$ cat config.mk
export PLATFORM = sky130hd
export DESIGN_NAME = irq_redir_table
export DESIGN_NICKNAME = d
export VERILOG_FILES = /design/src/rtl/irq_redir_pkg.sv /design/src/rtl/irq_sel_reg.sv /design/src/rtl/irq_id_reg.sv /design/src/rtl/irq_entry_bank.sv /design/src/rtl/irq_redir_table.sv
export SDC_FILE = /design/constraint.sdc
export NUM_CORES = 2
export LEC_CHECK = 0
export ABC_CLOCK_PERIOD_IN_PS = 4800
export BUFFER_PORTS_ARGS = -buffer_cell sky130_fd_sc_hd__buf_2
export CORE_MARGIN = 2
export CORE_UTILIZATION = 60
export CTS_CLUSTER_DIAMETER = 30
export CTS_CLUSTER_SIZE = 30
export DETAILED_ROUTE_END_ITERATION = 8
export PLACE_DENSITY = 0.76
export SETUP_SLACK_MARGIN = 0.02
export SYNTH_ARGS = -nofsm -noshare
export SYNTH_HDL_FRONTEND = slang
export SYNTH_SLANG_ARGS = --single-unit
$ cat constraint.sdc
create_clock -name clk_i -period 4.8 [get_ports clk_i]
set_input_delay 0.24 -clock clk_i [delete_from_list [all_inputs] [get_ports clk_i]]
set_output_delay 0.24 -clock clk_i [all_outputs]
set_load 0.005 [all_outputs]
$ cat src/rtl/irq_redir_pkg.sv
package irq_redir_pkg;
  localparam int DATA_W   = 32;
  localparam int OFF_SEL  = 'h00;
  localparam int OFF_WIN  = 'h10;
  localparam int IDX_ID   = 'h00;
  localparam int IDX_VER  = 'h01;
  localparam int TBL_BASE = 'h10;
  localparam int MASK_BIT = 16;
  localparam logic [7:0] VER_CODE = 8'h11;
  localparam logic [DATA_W-1:0] RST_LO = DATA_W'(1) << MASK_BIT;
endpackage

$ cat src/rtl/irq_sel_reg.sv
module irq_sel_reg #(
  parameter int SEL_W = 8
) (
  input  logic             clk_i,
  input  logic             rst_ni,
  input  logic             wr_en_i,
  input  logic [SEL_W-1:0] wdata_i,
  output logic [SEL_W-1:0] sel_o
);
  always_ff @(posedge clk_i or negedge rst_ni) begin
    if (!rst_ni)      sel_o <= '0;
    else if (wr_en_i) sel_o <= wdata_i;
  end
endmodule

$ cat src/rtl/irq_id_reg.sv
module irq_id_reg (
  input  logic       clk_i,
  input  logic       rst_ni,
  input  logic       wr_en_i,
  input  logic [7:0] wdata_i,
  output logic [7:0] id_o
);
  always_ff @(posedge clk_i or negedge rst_ni) begin
    if (!rst_ni)      id_o <= '0;
    else if (wr_en_i) id_o <= wdata_i;
  end
endmodule

$ cat src/rtl/irq_entry_bank.sv
module irq_entry_bank
  import irq_redir_pkg::*;
#(
  parameter int NUM_ENT = 24,
  parameter int SEL_W   = 8
) (
  input  logic              clk_i,
  input  logic              rst_ni,
  input  logic              wr_en_i,
  input  logic [SEL_W-1:0]  idx_i,
  input  logic [DATA_W-1:0] wdata_i,
  output logic              hit_o,
  output logic [DATA_W-1:0] rdata_o
);
  localparam int EW   = (NUM_ENT > 1) ? $clog2(NUM_ENT) : 1;
  localparam int LAST = TBL_BASE + 2 * NUM_ENT;

  logic [SEL_W-1:0] rel;
  logic [EW-1:0]    ent;
  logic             half;
  logic [NUM_ENT-1:0][DATA_W-1:0] lo_all, hi_all;

  assign rel   = idx_i - SEL_W'(TBL_BASE);
  assign hit_o = (int'(idx_i) >= TBL_BASE) && (int'(idx_i) < LAST);
  assign half  = rel[0];
  assign ent   = rel[EW:1];

  for (genvar g = 0; g < NUM_ENT; g++) begin : g_ent
    logic [DATA_W-1:0] lo_q, hi_q;
    logic              sel_me;
    assign sel_me = wr_en_i && hit_o && (ent == EW'(g));
    always_ff @(posedge clk_i or negedge rst_ni) begin
      if (!rst_ni) begin
        lo_q <= RST_LO;   // masked after reset
        hi_q <= '0;
      end else if (sel_me) begin
        if (half) hi_q <= wdata_i;
        else      lo_q <= wdata_i;
      end
    end
    assign lo_all[g] = lo_q;
    assign hi_all[g] = hi_q;
  end

  always_comb begin
    rdata_o = '0;
    if (hit_o) rdata_o = half ? hi_all[ent] : lo_all[ent];
  end
endmodule

$ cat src/rtl/irq_redir_table.sv
module irq_redir_table
  import irq_redir_pkg::*;
#(
  parameter int NUM_ENT = 24,
  parameter int SEL_W   = 8,
  parameter int ADDR_W  = 5
) (
  input  logic              clk_i,
  input  logic              rst_ni,
  input  logic              bus_valid_i,
  input  logic              bus_we_i,
  input  logic [ADDR_W-1:0] bus_addr_i,
  input  logic [DATA_W-1:0] bus_wdata_i,
  output logic [DATA_W-1:0] bus_rdata_o
);
  localparam logic [DATA_W-1:0] VER_WORD =
    {8'h00, 8'(NUM_ENT - 1), 8'h00, VER_CODE};

  logic             at_sel, at_win, sel_wr, win_wr, tbl_hit;
  logic [SEL_W-1:0] sel_q;
  logic [7:0]       id_q;
  logic [DATA_W-1:0] tbl_rdata, win_rdata;

  assign at_sel = (bus_addr_i == ADDR_W'(OFF_SEL));
  assign at_win = (bus_addr_i == ADDR_W'(OFF_WIN));
  assign sel_wr = bus_valid_i && bus_we_i && at_sel;
  assign win_wr = bus_valid_i && bus_we_i && at_win;

  irq_sel_reg #(.SEL_W(SEL_W)) u_sel (
    .clk_i, .rst_ni,
    .wr_en_i (sel_wr),
    .wdata_i (bus_wdata_i[SEL_W-1:0]),
    .sel_o   (sel_q)
  );

  irq_id_reg u_id (
    .clk_i, .rst_ni,
    .wr_en_i (win_wr && (sel_q == SEL_W'(IDX_ID))),
    .wdata_i (bus_wdata_i[31:24]),
    .id_o    (id_q)
  );

  irq_entry_bank #(.NUM_ENT(NUM_ENT), .SEL_W(SEL_W)) u_bank (
    .clk_i, .rst_ni,
    .wr_en_i (win_wr),
    .idx_i   (sel_q),
    .wdata_i (bus_wdata_i),
    .hit_o   (tbl_hit),
    .rdata_o (tbl_rdata)
  );

  always_comb begin
    if (sel_q == SEL_W'(IDX_ID))       win_rdata = {id_q, 24'h0};
    else if (sel_q == SEL_W'(IDX_VER)) win_rdata = VER_WORD;
    else if (tbl_hit)                  win_rdata = tbl_rdata;
    else                               win_rdata = '0;
  end

  always_comb begin
    if (at_sel)      bus_rdata_o = DATA_W'(sel_q);
    else if (at_win) bus_rdata_o = win_rdata;
    else             bus_rdata_o = '0;
  end
endmodule

==> impl_metrics.toml <==
[run_status]
status = "finished, violations left"
failed_checks = "hold timing"

[die]
die-area_um2 = 121000
core_um2 = 117600
start_util_pct = 60.31
die_x_um = 347.8
rows = 126
io_pins = 73
die_h_um = 347.8

[timing]
hold_violations = 8
clock_skew_ns = 0.04059
whs_ns = -0.07901
setup_viol = 0
tightest_slew_ns = 1.128
max_clock_freq_mhz = 218.6
rsz0062_at_grt = "false"
min_period_ns = 4.576
slew_viol_final = 0
tns_ns = 0
timing.final.ws_setup_ns = 0.2245
post-route-period-util_pct = 95.32
relSlewSlack_pct = 24.80

[cts]
cts_root_buf = "clkbuf_16"
h-tree-depth = 5
path_clk_slew_ns = 0.05
clock_latency_ns = 0.89
cts_num_sinks = 1552
clockBufferDepth = 4
cts_tree = "done"
cts_buffers = 327

[synth]
async_reset_ff_share_pct = 100.0
synth_seq_cells = 1552
syn-instance-count = 4509
syn_avg_cell_area_um2 = 15.73
synth_edf_count = 0
ys_seq_area_share_pct = 54.79
yosys_most_used_dff = "dfrtp_1"
yosys_warnings = 0
synthDistinctLibCells = 66
synth_fp_nets = 4552
syn_area_um2 = 70930

[pwr]
irDropWorstVdd_mv = 0.4153
p_total_mw = 38.17
power_density_nw_per_um2 = 455.8
p_leak_nw = 40.43

[critical_path]
crit_fanout = 36
worst_path_max_delay_cell = "dfrtp_2"
path_class = "reg -> out"
slowest_delay_ns = 0.76
critPathArrivalTime_ns = 4.34
regToRegSetupSlack_ns = 0.79
critPathLaunchType = "flip-flop"
end_kind = "primary output"
worstPathRequired_ns = 4.56
path_cells = "buf_6 -> or4b_1 -> a2111oi_2 -> nand2_1 -> nor4_1 -> or3_1 -> buf_2"

[worst_hold_path]
hp-class = "in -> async"

[place]
portBuffers = 72
globalplace.congestion = 0.8378
placed_cell_area_um2 = 72630
hpwlAfterDp_mm = 106.8
place_ws_ns = 0.9318

[detailed_routing]
drc = 0
routedWlPerCell_um = 30.35
drtIter0Drc = 3747
detail-route-antenna-nets = 0
viasPerCell = 6.626
vias = 42250
totalWireLength_mm = 193.5
firstDrtPassIters = 8

[grt]
track_usage_pct = 32.78
grt_pass1_wl_mm = 294.1
grt-ovfl-total = 0
antenna_found_initial = 10
first_global_vias = 45670
grt_max_degree = 154

[layout]
syn2layout_area_growth_pct = 18.05
final_nets = 4637
final_cell_mix = "dfrtp_1 (1523), mux2_2 (1516), mux4_2 (385)"
postLayoutCellArea_um2 = 83740
drive_above_1_share_pct = 57.44
final_common_cell = "dfrtp_1"

[job]
cap_violations = 0
## power by group
part,switching [mW],internal [mW]
clock,7.14,15.3
combinational,1.63,0.728
sequential,0.113,13.2
## metrics by stage
stage,hold slack [ns],cells,util [%]
final,-0.07901,6377,71.20
after floorplan,-0.05559,4509,-
after global placement,0.3120,5799,61.76
after global routing,0.04450,6375,71.20
after detailed placement,0.3201,5799,61.76
after CTS,0.007595,6374,71.19
## cell families (layout without fill, tap and decap cells)
kind of cell               after synthesis  after routing  share of synthesized area (%)
adders and majority gates                2              2                        0.03527
buffers and inverters                  460            789                          3.306
AOI/OAI and AO/OA                      203            203                          2.023
DFF                                   1552           1552                          54.79
other                                    0              3                              0
and+or+nand+nor                        299            299                          2.023
muxes                                 1993           1993                          37.82
## cell usage after synthesis (30+ instances only)
| cell type | instances | area (µm²) |
|---|---|---|
| nand2_1 | 163 | 611.8 |
| a22oi_1 | 96 | 720.7 |
| buf_2 | 122 | 610.6 |
| mux4_2 | 385 | 8671 |
| dfrtp_1 | 1528 | 38240 |
| nor2_1 | 42 | 157.7 |
| clkbuf_1 | 220 | 825.8 |
| mux2i_1 | 51 | 510.5 |
| mux2_4 | 30 | 450.4 |
| buf_4 | 74 | 555.5 |
| a21oi_1 | 40 | 200.2 |
| mux2_2 | 1516 | 17070 |
| nand3_1 | 42 | 210.2 |
## what timing repair did
item / CTS / global route
setup buffers: 0 / 0
gates resized for setup: 0 / 2
setup endpoints to repair: 0 / 3
endpoints found under the hold margin: 209 / 0
hold buffers: 2 / 0
## final timing paths
| path | to | start | cells past startpoint |
|---|---|---|---|
| max in group asynchronous | u_bank.g_ent[8].lo_q[7] | rst_ni | 3 |
| setup reg to reg | u_bank.g_ent[10].lo_q[9] | u_sel.sel_o[1] | 6 |
| setup / recovery | bus_rdata_o[18] | u_sel.sel_o[0] | 7 |
| hold reg to reg | u_bank.g_ent[15].lo_q[23] | u_bank.g_ent[15].lo_q[23] | 1 |
| min in group clk_i | u_sel.sel_o[0] | bus_wdata_i[0] | 3 |
| hold / removal | u_bank.g_ent[13].hi_q[14] | rst_ni | 2 |
## cell type report
cell class              instances  area, µm²
flip-flops and latches       1552      38880
fillers                      7296      33870
multi-input cells            2497      30010
clock buffers                 421       9184
well taps                    1536       1922
clock inverters               152       1883
repair buffers                210       1824
inverters                       6      23.77
diodes                          3      7.507
## layer usage
layer,vias to the layer above,wire length (µm),global-route usage [%]
met5,-,63,0
met4,10,8652,15.04
met3,519,13890,7.176
met2,1761,91510,50.76
met1,22960,79420,44.92
li1,17010,-,-
## registers in the layout, indices dropped and copies added, names as in the netlist
name               flops
u_id.id_o              8
u_bank.g_ent.lo_q    768
u_sel.sel_o            8
u_bank.g_ent.hi_q    768
## critical path: cells and delay by family (launching register included)
family / cells / cell delay (ns)
simple gates: 4 / 1.59
flops: 1 / 0.76
buf+inv: 2 / 0.57
compound gates: 1 / 0.50
No activity file was read; power rests on OpenSTA's default activity.
